<file path="config.mk">
export PLATFORM = sky130hd
export DESIGN_NAME = lvd_ctrl
export DESIGN_NICKNAME = d
export VERILOG_FILES = /design/src/rtl/lvd_pkg.sv /design/src/rtl/lvd_stab.sv /design/src/rtl/lvd_detect.sv /design/src/rtl/lvd_regs.sv /design/src/rtl/lvd_ctrl.sv
export SDC_FILE = /design/constraint.sdc
export NUM_CORES = 1
export LEC_CHECK = 0
export BUFFER_PORTS_ARGS = -buffer_cell sky130_fd_sc_hd__clkbuf_2
export CORE_UTILIZATION = 30
export DETAILED_ROUTE_END_ITERATION = 6
export HOLD_SLACK_MARGIN = 0.05
export PLACE_DENSITY = 0.59
export SLEW_MARGIN = 20
export SYNTH_ARGS = -nofsm -noshare
export SYNTH_HDL_FRONTEND = slang
export SYNTH_HIERARCHICAL = 1
export SYNTH_SLANG_ARGS = --single-unit
</file>
<file path="constraint.sdc">
create_clock -name clk -period 1.6 [get_ports clk]
set_input_delay 0.24 -clock clk [delete_from_list [all_inputs] [get_ports clk]]
set_output_delay 0.24 -clock clk [all_outputs]
set_load 0.1 [all_outputs]
</file>
<file path="src/rtl/lvd_pkg.sv">
package lvd_pkg;

   localparam int ADDR_W = 2;

   typedef enum logic [ADDR_W-1:0] {
      A_CTRL  = 2'd0,
      A_MODE  = 2'd1,
      A_LEVEL = 2'd2,
      A_STAT  = 2'd3
   } reg_addr_e;

   // control register bits
   localparam int B_EN     = 0;
   localparam int B_IRQEN  = 1;
   // mode register bits
   localparam int B_SRC    = 0;
   localparam int B_ACT    = 1;
   // status register bits
   localparam int B_FLAG   = 0;
   localparam int B_READY  = 1;
   localparam int B_PEND   = 2;
   localparam int B_WERR   = 3;

endpackage

</file>
<file path="src/rtl/lvd_stab.sv">
module lvd_stab #(
   parameter int STAB_CYCLES = 40
) (
   input  logic clk,
   input  logic por_n,
   input  logic clr,
   output logic ready
);
   localparam int CW = $clog2(STAB_CYCLES + 1);
   localparam logic [CW-1:0] LIMIT = CW'(STAB_CYCLES);

   logic [CW-1:0] cnt_q;

   always_ff @(posedge clk or negedge por_n) begin
      if (!por_n)             cnt_q <= '0;
      else if (clr)           cnt_q <= '0;
      else if (cnt_q != LIMIT) cnt_q <= cnt_q + 1'b1;
   end

   assign ready = (cnt_q == LIMIT);
endmodule

</file>
<file path="src/rtl/lvd_detect.sv">
module lvd_detect #(
   parameter int SYNC_STAGES = 2
) (
   input  logic clk,
   input  logic por_n,
   input  logic sys_rst_n,
   input  logic vdd_below,
   input  logic ext_below,
   input  logic src_ext,
   input  logic act_rst,
   input  logic en,
   input  logic ready,
   output logic below_s,
   output logic pend_set,
   output logic rst_req
);
   localparam int LAST = SYNC_STAGES - 1;

   logic                   sel_raw;
   logic [SYNC_STAGES-1:0] chain_q;
   logic                   prev_q;
   logic                   rreq_q;
   logic                   fire;

   assign sel_raw = src_ext ? ext_below : vdd_below;

   generate
      for (genvar i = 0; i < SYNC_STAGES; i++) begin : g_sync
         logic d_in;
         if (i == 0) begin : g_head
            assign d_in = sel_raw;
         end else begin : g_tail
            assign d_in = chain_q[i-1];
         end
         always_ff @(posedge clk or negedge por_n) begin
            if (!por_n)          chain_q[i] <= 1'b0;
            else if (!sys_rst_n) chain_q[i] <= 1'b0;
            else                 chain_q[i] <= d_in;
         end
      end
   endgenerate

   assign below_s = chain_q[LAST];
   assign fire    = en & ready & below_s & ~prev_q & ~rreq_q;

   always_ff @(posedge clk or negedge por_n) begin
      if (!por_n) begin
         prev_q <= 1'b0;
         rreq_q <= 1'b0;
      end else if (!sys_rst_n) begin
         prev_q <= 1'b0;
         rreq_q <= 1'b0;
      end else begin
         prev_q <= below_s;
         if (fire && act_rst) rreq_q <= 1'b1;
      end
   end

   assign pend_set = fire & ~act_rst;
   assign rst_req  = rreq_q;
endmodule

</file>
<file path="src/rtl/lvd_regs.sv">
module lvd_regs
   import lvd_pkg::*;
#(
   parameter int DATA_W  = 8,
   parameter int LEVEL_W = 4
) (
   input  logic               clk,
   input  logic               por_n,
   input  logic               sys_rst_n,
   input  logic               wr_en,
   input  logic [ADDR_W-1:0]  addr,
   input  logic [DATA_W-1:0]  wdata,
   input  logic               det_rst,
   input  logic               pend_set,
   output logic               en,
   output logic               irq_en,
   output logic               src_ext,
   output logic               act_rst,
   output logic [LEVEL_W-1:0] level,
   output logic               irq_pend,
   output logic               wr_err
);
   logic hold_q;
   logic keep_cfg;

   assign keep_cfg = hold_q | det_rst;

   always_ff @(posedge clk or negedge por_n) begin
      if (!por_n) begin
         hold_q   <= 1'b0;
         en       <= 1'b0;
         irq_en   <= 1'b0;
         src_ext  <= 1'b0;
         act_rst  <= 1'b0;
         level    <= '0;
         irq_pend <= 1'b0;
         wr_err   <= 1'b0;
      end else if (!sys_rst_n) begin
         hold_q   <= keep_cfg;
         irq_en   <= 1'b0;
         irq_pend <= 1'b0;
         wr_err   <= 1'b0;
         if (!keep_cfg) begin
            en      <= 1'b0;
            src_ext <= 1'b0;
            act_rst <= 1'b0;
            level   <= '0;
         end
      end else begin
         hold_q <= 1'b0;
         if (wr_en) begin
            case (reg_addr_e'(addr))
               A_CTRL: begin
                  en     <= wdata[B_EN];
                  irq_en <= wdata[B_IRQEN];
               end
               A_MODE: begin
                  if (en) wr_err <= 1'b1;
                  else begin
                     src_ext <= wdata[B_SRC];
                     act_rst <= wdata[B_ACT];
                  end
               end
               A_LEVEL: begin
                  if (en) wr_err <= 1'b1;
                  else    level  <= wdata[LEVEL_W-1:0];
               end
               A_STAT: begin
                  if (wdata[B_PEND]) irq_pend <= 1'b0;
                  if (wdata[B_WERR]) wr_err   <= 1'b0;
               end
               default: ;
            endcase
         end
         if (pend_set) irq_pend <= 1'b1;
      end
   end
endmodule

</file>
<file path="src/rtl/lvd_ctrl.sv">
module lvd_ctrl
   import lvd_pkg::*;
#(
   parameter int DATA_W      = 8,
   parameter int LEVEL_W     = 4,
   parameter int SYNC_STAGES = 2,
   parameter int STAB_CYCLES = 40
) (
   input  logic               clk,
   input  logic               por_n,
   input  logic               sys_rst_n,
   input  logic               wr_en,
   input  logic [ADDR_W-1:0]  addr,
   input  logic [DATA_W-1:0]  wdata,
   output logic [DATA_W-1:0]  rdata,
   input  logic               vdd_below,
   input  logic               ext_below,
   output logic [LEVEL_W-1:0] lvl_sel,
   output logic               mon_en,
   output logic               irq_o,
   output logic               rst_req
);
   generate
      if (DATA_W < 4 || LEVEL_W > DATA_W) begin : g_bad_width
         $error("lvd_ctrl: DATA_W must be >= 4 and >= LEVEL_W");
      end
      if (SYNC_STAGES < 2) begin : g_bad_sync
         $error("lvd_ctrl: SYNC_STAGES must be at least 2");
      end
      if (STAB_CYCLES < 1) begin : g_bad_stab
         $error("lvd_ctrl: STAB_CYCLES must be at least 1");
      end
   endgenerate

   logic               en, irq_en, src_ext, act_rst;
   logic [LEVEL_W-1:0] level;
   logic               irq_pend, wr_err;
   logic               ready, below_s, pend_set, det_rst;
   logic               stab_clr;
   logic               det_flag;

   lvd_regs #(.DATA_W(DATA_W), .LEVEL_W(LEVEL_W)) u_regs (
      .clk(clk), .por_n(por_n), .sys_rst_n(sys_rst_n),
      .wr_en(wr_en), .addr(addr), .wdata(wdata),
      .det_rst(det_rst), .pend_set(pend_set),
      .en(en), .irq_en(irq_en), .src_ext(src_ext), .act_rst(act_rst),
      .level(level), .irq_pend(irq_pend), .wr_err(wr_err)
   );

   assign stab_clr = ~sys_rst_n | ~en;

   lvd_stab #(.STAB_CYCLES(STAB_CYCLES)) u_stab (
      .clk(clk), .por_n(por_n), .clr(stab_clr), .ready(ready)
   );

   lvd_detect #(.SYNC_STAGES(SYNC_STAGES)) u_det (
      .clk(clk), .por_n(por_n), .sys_rst_n(sys_rst_n),
      .vdd_below(vdd_below), .ext_below(ext_below),
      .src_ext(src_ext), .act_rst(act_rst), .en(en), .ready(ready),
      .below_s(below_s), .pend_set(pend_set), .rst_req(det_rst)
   );

   assign det_flag = en & ready & below_s;

   always_comb begin
      rdata = '0;
      case (reg_addr_e'(addr))
         A_CTRL: begin
            rdata[B_EN]    = en;
            rdata[B_IRQEN] = irq_en;
         end
         A_MODE: begin
            rdata[B_SRC] = src_ext;
            rdata[B_ACT] = act_rst;
         end
         A_LEVEL: rdata[LEVEL_W-1:0] = level;
         A_STAT: begin
            rdata[B_FLAG]  = det_flag;
            rdata[B_READY] = ready;
            rdata[B_PEND]  = irq_pend;
            rdata[B_WERR]  = wr_err;
         end
         default: rdata = '0;
      endcase
   end

   assign lvl_sel = level;
   assign mon_en  = en;
   assign irq_o   = irq_pend & irq_en;
   assign rst_req = det_rst;
endmodule

</file>
Yosys cells after proc, flatten, opt, wreduce, memory -nomap -nowiden

Cells that the tools add are included.

Add/sub/neg operators: 1
Eq/ne operators: 18
Muxes and demuxes: 41
Bitwise logic cells: 13
Reductions and logical operators: 10

Operators with widths:

| kind                                                 | count |
|---|---|
| 2-to-1 mux 1 bit                                     | 31 |
| 2-to-1 mux 4 bit                                     | 5 |
| 2-to-1 mux 6 bit                                     | 2 |
| AND reduction 4 bit                                  | 3 |
| != test 2 x 1 -> 1 bit (second input constant)       | 5 |
| != test 3 x 1 -> 1 bit (second input constant)       | 3 |
| case mux 2 bit (4 select lines)                      | 1 |
| adder 6 x 1 -> 6 bit (second input constant)         | 1 |
| AND 1 bit                                            | 6 |
| equality test 6 bit (second input constant)          | 1 |
| != test 3 x 2 -> 1 bit (second input constant)       | 2 |
| != test 6 bit (second input constant)                | 1 |
| AND reduction 3 bit                                  | 2 |
| inverter 1 bit                                       | 5 |
| equality test 2 bit (second input constant)          | 2 |
| != test 2 bit (second input constant)                | 2 |
| case mux 2 bit (2 select lines)                      | 1 |
| != test 3 bit (second input constant)                | 1 |
| equality test 2 x 1 -> 1 bit (second input constant) | 1 |
| zero test 2 bit                                      | 1 |
| bitwise OR 1 bit                                     | 2 |
| case mux 1 bit (2 select lines)                      | 1 |
| AND reduction 2 bit                                  | 1 |
| nonzero test 2 bit                                   | 1 |
| 2 further kinds                                      | 2 |

Flip-flop bits (word level): 21
Input bits: 16
Output and inout port bits: 15
Logic and storage cells: 96

Depth between registers and ports, before layout

Gate-level depths: netlist of the first run.

Word-level depth: 8
Mapped depth: 8
Gate-level depth less buffers: 8

By module

The synthesis of the first run kept the hierarchy.

Modules (own cells, without submodules):

| module     | instances | cells an instance | area an instance (um^2) | sequential area each (um^2) |
|---|---|---|---|---|
| lvd_regs   | 1         | 52                | 591.8                   | 275.3 |
| lvd_stab   | 1         | 34                | 347.8                   | 150.1 |
| lvd_detect | 1         | 13                | 178.9                   | 100.1 |
| lvd_ctrl   | 1         | 18                | 142.6                   | 0.0 |

Least setup slack after synthesis of the first run

OpenSTA, ideal clock, no wires.

Path kind: register to output
Start point: reg u_regs.en
End point: out rdata[0]
Arrival time: 2.904 ns
Data required time: 1.360 ns
Setup slack: -1.544 ns
Stages on the path, launching flop included: 3
Path buffers: 0
Cell sequence: dfrtp_1 nand4_1 a31oi_1

Longest elaborated chain between the ends: 3

RTL lines:

| item                              | line           | RTL |
|---|---|---|
| start: declaration                | lvd_regs.sv:15 | `output logic en,` |
| start signal: assignment          | lvd_regs.sv:54 | `en <= wdata[B_EN];` |
| AND 1 bit (2 in series)           | lvd_ctrl.sv:63 | `assign det_flag = en & ready & below_s;` |
| case mux 2 bit (4 select lines) * | lvd_ctrl.sv:67 | `case (reg_addr_e'(addr))` |
| end: declaration                  | lvd_ctrl.sv:15 | `output logic [DATA_W-1:0] rdata,` |

Every way passes the cells marked *; elsewhere a longest branch is shown, timed or not.

Final worst setup path of the first run

Start point: reg u_stab.cnt_q[0]
End point: out rdata[1]

Longest elaborated chain between the ends: 2

RTL lines:

| item                            | line           | RTL |
|---|---|---|
| start: declaration              | lvd_stab.sv:12 | `logic [CW-1:0] cnt_q;` |
| start signal: assignment        | lvd_stab.sv:17 | `else if (cnt_q != LIMIT) cnt_q <= cnt_q + 1'b1;` |
| equality test 6 bit             | lvd_stab.sv:20 | `assign ready = (cnt_q == LIMIT);` |
| named net ready                 | lvd_ctrl.sv:38 | `logic ready, below_s, pend_set, det_rst;` |
| case mux 2 bit (4 select lines) | lvd_ctrl.sv:67 |  |

The timed path passes the listed nets, and every way through them passes these cells.

==> results.sh, run 1 <==
export IMPL_status="complete, but fails checks"
export IMPL_violations="negative setup slack"
export IMPL_hold_depth=3
export IMPL_synth_xor_area_share_pct=1.389
export IMPL_clk_pin_slew_worst_paths_ns=0.08
export IMPL_vias=915
export IMPL_clk_latency_ns=0.26
export IMPL_start_kind="register"
export IMPL_initial_core_util_pct=31.30
export IMPL_die_h_um=66.84
export IMPL_synth_top_family_by_area="simple AND/OR/NAND/NOR gates"
export IMPL_pwr_share_seq_pct=44.3
export IMPL_hold_viol=0
export IMPL_slowest_stage="mux4_2"
export IMPL_hp_class="in -> reg"
export IMPL_postSynth_asyncResetShare_pct=100.0
export IMPL_ant_nets=0
export IMPL_nets=177
export IMPL_synth_area_um2=1261
export IMPL_ff2ff_path_depth=10
export IMPL_synth_top_area_share_pct=41.67
export IMPL_synth_enable_flop_cells=0
export IMPL_grt_pass1_vias=1010
export IMPL_critical_path_cell_chain="inv_2 -> ha_2 -> nand4b_1 -> nor2_4 -> mux4_2 -> buf_12"
export IMPL_hold_slack_ns=0.2168
export IMPL_n_antenna_cell=0
export IMPL_cts_buffer_depth=2
export IMPL_pin_count=31
export IMPL_grt_usage_pct=13.89
export IMPL_rsz0062_at_grt="yes"
export IMPL_swShare_pct=35.36
export IMPL_cts_root_buf="clkbuf_8"
export IMPL_grt_overflow_total=0
export IMPL_cap_violations=0
export IMPL_ys_flop_type="dfrtp_1"
export IMPL_die_w_um=66.84
export IMPL_power_density_nw_per_um2=781.8
export IMPL_relSlewSlack_pct=63.81
export IMPL_cts_tree="yes"
export IMPL_setup_worst_path_class="reg -> out"
export IMPL_period_minus_slack_ns=1.979
export IMPL_period_share_pct=123.7
export IMPL_yosysWarnings=6
export IMPL_h_tree_depth=1
export IMPL_critPathRequiredTime_ns=1.36
export IMPL_grt_pass1_wl_um=4636
export IMPL_synth_area_mux_share_pct=14.48
export IMPL_switchingPower_w=0.0004604
export IMPL_gp_congestion=0.7524
export IMPL_viasPerCell=4.507
export IMPL_pwr_share_clk_pct=27.8
export IMPL_synth_simple_gate_area_share_pct=23.12
export IMPL_min_delay_start="wdata[2]"
export IMPL_io_buffers=22
export IMPL_setup_viol=2
export IMPL_min_to="u_regs/level[2]"
export IMPL_drcViolationCount=0
export IMPL_cts_made_buffers=3
export IMPL_wl_per_cell_um=13.14
export IMPL_core_area_um2=4029
export IMPL_drtPass1Iterations=4
export IMPL_syn_inst=117
export IMPL_synth_top_area_cell="dfrtp_1"
export IMPL_fillers=400
export IMPL_wirelength_um=2667
export IMPL_setup_worst_path_end_class="output pin"
export IMPL_final_max_slew_viol_count=0
export IMPL_place_ws_ns=-0.1263
export IMPL_worstMarginPinSlew_ns=0.5452
export IMPL_dp_hpwl_um=1996
export IMPL_max_stage_delay_ns=0.52
export IMPL_r2r_end="u_regs/irq_pend"
export IMPL_fmax_ghz=0.5052
export IMPL_area_growth_pct=32.04
export IMPL_p_leak_nw=0.8189
export IMPL_netlist_top_cells_area="dfrtp_1 (42%), ha_1 (6.9%), mux2i_1 (5.6%), mux2_4 (3.6%), nand2_1 (3.0%)"
export IMPL_yosys_area_share_adder_pct=6.944
export IMPL_cts_sinks=21
export IMPL_finClkSkew_ns=0.005776
export IMPL_fin_ws_ns=-0.3794
export IMPL_antenna_found_initial=0
export IMPL_utilization_pct=41.34
export IMPL_r2r_start="u_stab/cnt_q[0]"
export IMPL_synth_compound_area_share_pct=6.349
export IMPL_path_max_fanout=4
export IMPL_ys_ff_latch=21
export IMPL_layout_drive_gt1_share_pct=41.18
export IMPL_irDropWorstVdd_mv=0.4649
export IMPL_postSynthAreaPerCell_um2=10.78
export IMPL_rows=23
export IMPL_intPower_w=0.0008416
export IMPL_cp_arrival_ns=1.74
export IMPL_r2r_slack_ns=0.02
export IMPL_die_area_um2=4468
export IMPL_synth_cell_types=40
export IMPL_seq_area_frac_synth_pct=41.67
export IMPL_comb_power_share_pct=27.9
export IMPL_drt_iter0_drc=17
export IMPL_grt_max_degree=22
-- Yosys cell counts (2+ instances only) --
master / number
dfrtp_1: 21
nand2_1: 10
nor2_1: 8
ha_1: 7
mux2i_1: 7
inv_1: 6
nand2b_1: 6
and2_1: 5
nor2b_1: 5
buf_4: 4
nand3_1: 4
mux2_4: 3
mux2_1: 2
mux2_2: 2
xor2_1: 2
-- timing repair --
item                                    in CTS  in global routing
hold endpoints to repair                    21                  0
gates resized for setup                      2                  1
endpoints found under the setup margin       2                  3
hold buffers                                 1                  0
setup buffers                                0                  2
-- through the flow --
step | total power (W) | area, um2 | std cells | TNS (ns)
finish | 0.001302 | 1665 | 203 | -0.7223
global route | 0.001357 | 1665 | 203 | -1.030
CTS | 0.001324 | 1647 | 201 | -0.7855
detailed placement | 0.0009516 | 1585 | 196 | -0.1999
global placement | 0.0009475 | 1585 | 196 | -0.1413
floorplan | 0.0008542 | 1318 | 120 | -0.5735
-- worst max-delay path by stage --
stage                     from  endpoint  slack (ns)  cells after the start
3_5_place_dp   u_stab/cnt_q[0]  rdata[1]       -0.13                      6
2_1_floorplan  u_stab/cnt_q[0]  rdata[0]       -0.36                      6
4_1_cts        u_stab/cnt_q[0]  rdata[1]       -0.40                      6
6_report       u_stab/cnt_q[0]  rdata[1]       -0.38                      6
3_3_place_gp   u_stab/cnt_q[0]  rdata[1]        -0.1                      6
5_1_grt        u_stab/cnt_q[1]  rdata[1]       -0.46                      6
-- power groups by stage --
| stage | combinational [W] | clock [W] | sequential [W] |
|---|---|---|---|
| after global placement | 0.000359 | 0 | 0.000588 |
| after floorplan | 0.000191 | 0 | 0.000663 |
| final | 0.000364 | 0.000362 | 0.000576 |
| after CTS | 0.000366 | 0.000380 | 0.000577 |
| after detailed placement | 0.000363 | 0 | 0.000588 |
| after global routing | 0.000383 | 0.000393 | 0.000580 |
-- cells by family after synthesis --
group	after synthesis
flops	21
mux	15
fa+ha+maj	7
simple gates	48
other cells	1
xor+xnor	2
compound gates	10
buf+inv	13
-- placed cells by master (no fill, tap or decap), drive strengths merged, types with 2 or more instances in the layout --
master / n
nor2: 9
ha: 7
xor2: 2
nand3: 5
inv: 6
nor3: 2
nand4b: 2
nor2b: 5
conb: 4
a21o: 2
and2: 5
mux2i: 7
dfrtp: 21
mux2: 7
nand2: 10
nand2b: 6
clkbuf: 20
buf: 18
-- final cells by class --
| class | count | area, um2 | area share [%] |
|---|---|---|---|
| clock buffer | 3 | 41.29 | 2.479 |
| multi-input combinational | 86 | 706.9 | 42.45 |
| clock inverter | 1 | 7.507 | 0.4508 |
| timing repair buffer | 36 | 284.0 | 17.05 |
| sequential | 21 | 540.5 | 32.46 |
| inverter | 6 | 22.52 | 1.352 |
| tap | 50 | 62.56 | 3.757 |
-- critical path, delay by kind of cell (launching register included) --
| family | cells | cell delay (ns) |
|---|---|---|
| adders and majority gates | 1 | 0.17 |
| DFF | 1 | 0.36 |
| buffers and inverters | 2 | 0.23 |
| muxes | 1 | 0.52 |
| and+or+nand+nor | 2 | 0.19 |
-- flip-flops by register name, summed over array words and instances, names as in the netlist --
register           flops
u_stab/cnt_q           6
u_regs/level           4
u_det/below_s          1
u_det/g_sync.d_in      1
u_det/prev_q           1
u_det/rst_req          1
u_regs/act_rst         1
u_regs/en              1
u_regs/hold_q          1
u_regs/irq_en          1
u_regs/irq_pend        1
u_regs/src_ext         1
u_regs/wr_err          1
-- per-layer routing --
layer  wire (um)  global-route usage, %  up-vias
li1            -                      -      456
met1        1276                  18.81      437
met2        1277                  22.22       22
met3         113                  4.281        0
met4           0                  1.596        0
met5           0                      0        -
Note: power is estimated with default switching activity, not from simulation.
==> run 2: changes to the inputs <==
--- a/config.mk
+++ b/config.mk
@@ -6,10 +6,10 @@
 export NUM_CORES = 1
 export LEC_CHECK = 0
 export BUFFER_PORTS_ARGS = -buffer_cell sky130_fd_sc_hd__clkbuf_2
+export CORE_MARGIN = 2
 export CORE_UTILIZATION = 30
 export DETAILED_ROUTE_END_ITERATION = 6
 export HOLD_SLACK_MARGIN = 0.05
-export PLACE_DENSITY = 0.59
 export SLEW_MARGIN = 20
 export SYNTH_ARGS = -nofsm -noshare
 export SYNTH_HDL_FRONTEND = slang
==> results.sh, run 2 (synthesis gave the netlist of run 1 again) <==
export IMPL_path_max_fanout=3
export IMPL_max_stage_delay_ns=0.52
export IMPL_clk_pin_slew_worst_paths_ns=0.08
export IMPL_largest_reg_flops=6
export IMPL_ff_latch_area_um2=540.5
export IMPL_cp_arrival_ns=1.74
export IMPL_setup_worst_path_end_class="output pin"
export IMPL_status="complete, but fails checks"
export IMPL_h_tree_depth=1
export IMPL_drcViolationCount=0
export IMPL_violations="negative setup slack"
export IMPL_hold_viol=0
export IMPL_drt_met1_wl_um=1219
export IMPL_layout_drive_gt1_share_pct=41.83
export IMPL_ff2ff_path_depth=10
export IMPL_hp_class="in -> reg"
export IMPL_antenna_found_initial=0
export IMPL_wl_met2_um=1300
export IMPL_cts_made_buffers=3
export IMPL_wirelength_um=2635
export IMPL_fmax_ghz=0.5053
export IMPL_path_depth=6
export IMPL_dp_hpwl_um=2007
export IMPL_power_density_nw_per_um2=761.7
export IMPL_irDropWorstVdd_mv=0.4738
export IMPL_period_share_pct=123.7
export IMPL_grt_pass1_vias=993
export IMPL_grt_usage_pct=13.10
export IMPL_mostFrequentLayoutCells="clkbuf_2 (16), dfrtp_1 (15), buf_4 (13)"
export IMPL_critPathRequiredTime_ns=1.36
export IMPL_wl_met3_um=115
export IMPL_crit_buf_inv=2
export IMPL_slowest_stage="mux4_2"
export IMPL_area_growth_pct=34.52
export IMPL_regMostFlops="u_stab/cnt_q"
export IMPL_die_area_um2=4739
export IMPL_multi_input_area_um2=726.9
export IMPL_initial_core_util_pct=31.30
export IMPL_io_buffers=22
export IMPL_rsz0062_at_grt="yes"
export IMPL_rows=23
export IMPL_wl_per_cell_um=12.98
export IMPL_die_w_um=68.84
export IMPL_drt_iter0_drc=25
export IMPL_cp_top_family="multiplexers"
export IMPL_cts_root_buf="clkbuf_8"
export IMPL_setup_viol=3
export IMPL_tns_ns=-0.7503
export IMPL_clk_latency_ns=0.26
export IMPL_cts_buffer_depth=2
export IMPL_viasPerCell=4.685
export IMPL_largestRegisters="u_stab/cnt_q: 6 flops, u_regs/level: 4 flops"
export IMPL_core_area_um2=4029
export IMPL_grt_max_degree=22
export IMPL_mostFrequentLayoutCell="clkbuf_2"
export IMPL_start_kind="register"
export IMPL_cts_sinks=21
export IMPL_worstMarginPinSlew_ns=0.5461
export IMPL_die_h_um=68.84
export IMPL_fillers=416
export IMPL_fin_ws_ns=-0.3792
export IMPL_critical_path_cell_chain="inv_2 -> ha_4 -> nand4b_1 -> nor2_4 -> mux4_2 -> buf_12"
export IMPL_relSlewSlack_pct=63.59
export IMPL_setup_worst_path_class="reg -> out"
export IMPL_fin_cells=203
export IMPL_n_antenna_cell=0
export IMPL_ant_nets=0
export IMPL_nets=177
export IMPL_utilization_pct=42.11
export IMPL_grt_pass1_wl_um=4540
export IMPL_final_max_slew_viol_count=0
export IMPL_finClkSkew_ns=0.001344
export IMPL_hold_depth=3
export IMPL_drtPass1Iterations=4
export IMPL_pin_count=31
export IMPL_vias=951
export IMPL_cap_violations=0
export IMPL_p_leak_nw=0.8240
export IMPL_top_layer="met3"
export IMPL_place_inst=194
export IMPL_cts_tree="yes"
export IMPL_grt_overflow_total=0
export IMPL_gp_congestion=0.7690
export IMPL_period_minus_slack_ns=1.979
run 2: routing by layer:
| metal | up-vias | GRT usage (%) |
|---|---|---|
| met5 | - | 0 |
| met4 | 0 | 3.186 |
| met3 | 0 | 4.058 |
| met2 | 28 | 21.88 |
| met1 | 467 | 16.51 |
| li1 | 456 | - |
run 2: area by class of cell:
class / count / share of cell area, %
multi-input combinational: 86 / 42.85
sequential: 21 / 31.86
timing repair buffer: 36 / 17.63
tap: 50 / 3.687
clock buffer: 4 / 2.655
inverter: 6 / 1.327
run 2: report_power, final:
part           total [W]  internal (W)  switching, W  leakage [nW]
Clock           0.000350      0.000177      0.000172        0.0228
Sequential      0.000577      0.000557     0.0000200         0.275
Combinational   0.000365      0.000110      0.000255         0.526
Total            0.00129      0.000845      0.000447         0.824
run 2: tightest hold or removal path: stages:
cell and delay (ns):
clkbuf_2 0.09, nand2_1 0.06, mux2i_1 0.06
run 2: worst paths after layout:
path,end,slack [ns],startpoint
min,u_regs/level[3],0.22,wdata[3]
max reg2reg,u_regs/irq_pend,-0.04,u_stab/cnt_q[1]
min in group asynchronous,u_stab/cnt_q[0],0.49,por_n
max,rdata[1],-0.38,u_stab/cnt_q[1]
max in group asynchronous,u_regs/level[2],0.69,por_n
min reg2reg,u_det/below_s,0.45,u_det/g_sync[1].d_in
run 2: what timing repair did:
item / in CTS / in global routing
pin swaps: 4 / 3
resized for setup: 4 / 3
setup buffers: 1 / 3
endpoints found under the setup margin: 2 / 3
cloned: 0 / 0
hold endpoints to repair: 21 / 0
hold buffers: 1 / 0
run 2: through the flow:
step	area [um2]	total power [W]	hold WS, ns	setup slack, ns
2_1_floorplan	1318	0.0008542	-0.05559	-0.3632
3_3_place_gp	1585	0.0009488	0.2398	-0.09336
3_5_place_dp	1585	0.0009509	0.2499	-0.1161
4_1_cts	1660	0.001299	0.2225	-0.3812
5_1_grt	1697	0.001353	0.2349	-0.4265
6_report	1697	0.001292	0.2182	-0.3792
==> run 3: changes to the inputs <==
--- a/config.mk
+++ b/config.mk
@@ -10,6 +10,7 @@
 export CORE_UTILIZATION = 30
 export DETAILED_ROUTE_END_ITERATION = 6
 export HOLD_SLACK_MARGIN = 0.05
+export PLACE_DENSITY = 0.56
 export SLEW_MARGIN = 20
 export SYNTH_ARGS = -nofsm -noshare
 export SYNTH_HDL_FRONTEND = slang
==> results.sh, run 3 (synthesis gave the netlist of run 1 again) <==
export IMPL_grt_overflow_total=0
export IMPL_wirelength_um=2575
export IMPL_largestRegisters="u_stab/cnt_q: 6 flops, u_regs/level: 4 flops"
export IMPL_dp_hpwl_um=1963
export IMPL_cap_violations=0
export IMPL_max_stage_delay_ns=0.51
export IMPL_critical_path_cell_chain="inv_2 -> ha_4 -> nand4b_1 -> nor2_4 -> mux4_2 -> buf_12"
export IMPL_drt_iter0_drc=36
export IMPL_final_max_slew_viol_count=0
export IMPL_slowest_stage="mux4_2"
export IMPL_intPower_w=0.0008393
export IMPL_pin_count=31
export IMPL_irDropWorstVdd_mv=0.4567
export IMPL_die_area_um2=4739
export IMPL_pwr_share_seq_pct=44.8
export IMPL_multi_input_area_um2=723.2
export IMPL_utilization_pct=41.21
export IMPL_regMostFlops="u_stab/cnt_q"
export IMPL_finClkSkew_ns=0.003291
export IMPL_initial_core_util_pct=31.30
export IMPL_power_density_nw_per_um2=776.1
export IMPL_gp_congestion=0.7732
export IMPL_nets=175
export IMPL_pwr_share_clk_pct=27.0
export IMPL_mostFrequentLayoutCells="clkbuf_2 (17), dfrtp_1 (15), buf_4 (12)"
export IMPL_fin_ws_ns=-0.3665
export IMPL_rows=23
export IMPL_ant_nets=0
export IMPL_hold_viol=0
export IMPL_grt_max_degree=22
export IMPL_ff_latch_area_um2=540.5
export IMPL_path_max_fanout=3
export IMPL_critPathRequiredTime_ns=1.36
export IMPL_h_tree_depth=1
export IMPL_hold_slack_ns=0.2191
export IMPL_p_leak_nw=0.8081
export IMPL_die_w_um=68.84
export IMPL_setup_viol=2
export IMPL_period_share_pct=122.9
export IMPL_comb_power_share_pct=28.2
export IMPL_fin_cells=201
export IMPL_drt_met1_wl_um=1212
export IMPL_crit_buf_inv=2
export IMPL_cts_made_buffers=3
export IMPL_mostFrequentLayoutCell="clkbuf_2"
export IMPL_viasPerCell=4.572
export IMPL_n_antenna_cell=0
export IMPL_cts_root_buf="clkbuf_8"
export IMPL_cts_tree="yes"
export IMPL_core_area_um2=4029
export IMPL_wl_met3_um=117
export IMPL_wl_met2_um=1245
export IMPL_die_h_um=68.84
export IMPL_place_inst=194
export IMPL_grt_pass1_vias=975
export IMPL_wl_per_cell_um=12.81
export IMPL_period_minus_slack_ns=1.967
export IMPL_grt_pass1_wl_um=4312
export IMPL_setup_worst_path_class="reg -> out"
export IMPL_start_kind="register"
export IMPL_cts_sinks=21
export IMPL_cp_top_family="multiplexers"
export IMPL_io_buffers=22
export IMPL_fmax_ghz=0.5085
export IMPL_drtPass1Iterations=4
export IMPL_grt_usage_pct=12.13
export IMPL_violations="negative setup slack"
export IMPL_tns_ns=-0.7282
export IMPL_fillers=398
export IMPL_clk_latency_ns=0.26
export IMPL_rsz0062_at_grt="yes"
export IMPL_status="complete, but fails checks"
export IMPL_worstMarginPinSlew_ns=0.5458
export IMPL_top_layer="met3"
export IMPL_layout_drive_gt1_share_pct=41.06
export IMPL_cts_buffer_depth=2
export IMPL_antenna_found_initial=0
export IMPL_vias=919
export IMPL_relSlewSlack_pct=63.77
export IMPL_cp_arrival_ns=1.73
export IMPL_hp_class="in -> reg"
export IMPL_clk_pin_slew_worst_paths_ns=0.08
export IMPL_swShare_pct=34.86
export IMPL_switchingPower_w=0.0004492
export IMPL_drcViolationCount=0
export IMPL_setup_worst_path_end_class="output pin"
export IMPL_area_growth_pct=31.65
export IMPL_total_power_w=0.001289
export IMPL_largest_reg_flops=6
run 3: power groups by stage:
stage / logic [W] / clock network [W] / registers (W)
2_1_floorplan: 0.000191 / 0 / 0.000663
3_3_place_gp: 0.000360 / 0 / 0.000587
3_5_place_dp: 0.000362 / 0 / 0.000587
4_1_cts: 0.000366 / 0.000363 / 0.000577
5_1_grt: 0.000382 / 0.000386 / 0.000580
6_report: 0.000363 / 0.000348 / 0.000577
run 3: worst reg2reg max path: stages (launching register included):
cell and delay, ns:
dfrtp_1 0.39, inv_2 0.08, ha_4 0.12, nand4b_1 0.16, nor2_4 0.14, buf_4 0.16, nand4b_4 0.13, nor3_4 0.13
a21oi_1 0.06, nor2b_1 0.11
run 3: layout make-up:
class	instances	share of cell area (%)
clock buffer	3	2.487
clock inverter	1	0.3014
inverter	6	1.356
multi-input combinational	86	43.56
sequential	21	32.55
tap	50	3.768
timing repair buffer	34	15.98
run 3: what timing repair did:
action,4_1_cts,5_1_grt
resized for setup,3,2
endpoints found under the setup margin,2,3
hold buffers,1,0
endpoints found under the hold margin,21,0
pin swaps,1,4
setup buffers,1,1
run 3: final timing paths:
check                                     startpoint              end  slack (ns)  cells past startpoint
worst max-delay path                 u_stab/cnt_q[0]         rdata[1]       -0.37                      6
worst min-delay path                        wdata[3]  u_regs/level[3]        0.22                      3
worst max register to register       u_stab/cnt_q[0]  u_regs/irq_pend        0.06                      9
worst min register to register  u_det/g_sync[1].d_in    u_det/below_s        0.47                      1
max in group asynchronous                      por_n  u_regs/level[2]        0.71                      2
min in group asynchronous                      por_n     u_det/prev_q        0.49                      2
run 3: per-layer routing:
layer | vias up | GRT usage [%]
met4 | 0 | 1.471
met1 | 443 | 15.45
met2 | 23 | 20.91
met5 | - | 0
li1 | 453 | -
met3 | 0 | 3.571
run 3: per-stage QoR:
stage | setup WS [ns] | instance area (um2)
floorplan | -0.3632 | 1318
global placement | -0.1064 | 1570
detailed placement | -0.1128 | 1570
CTS | -0.3851 | 1647
global route | -0.4834 | 1660
finish | -0.3665 | 1660
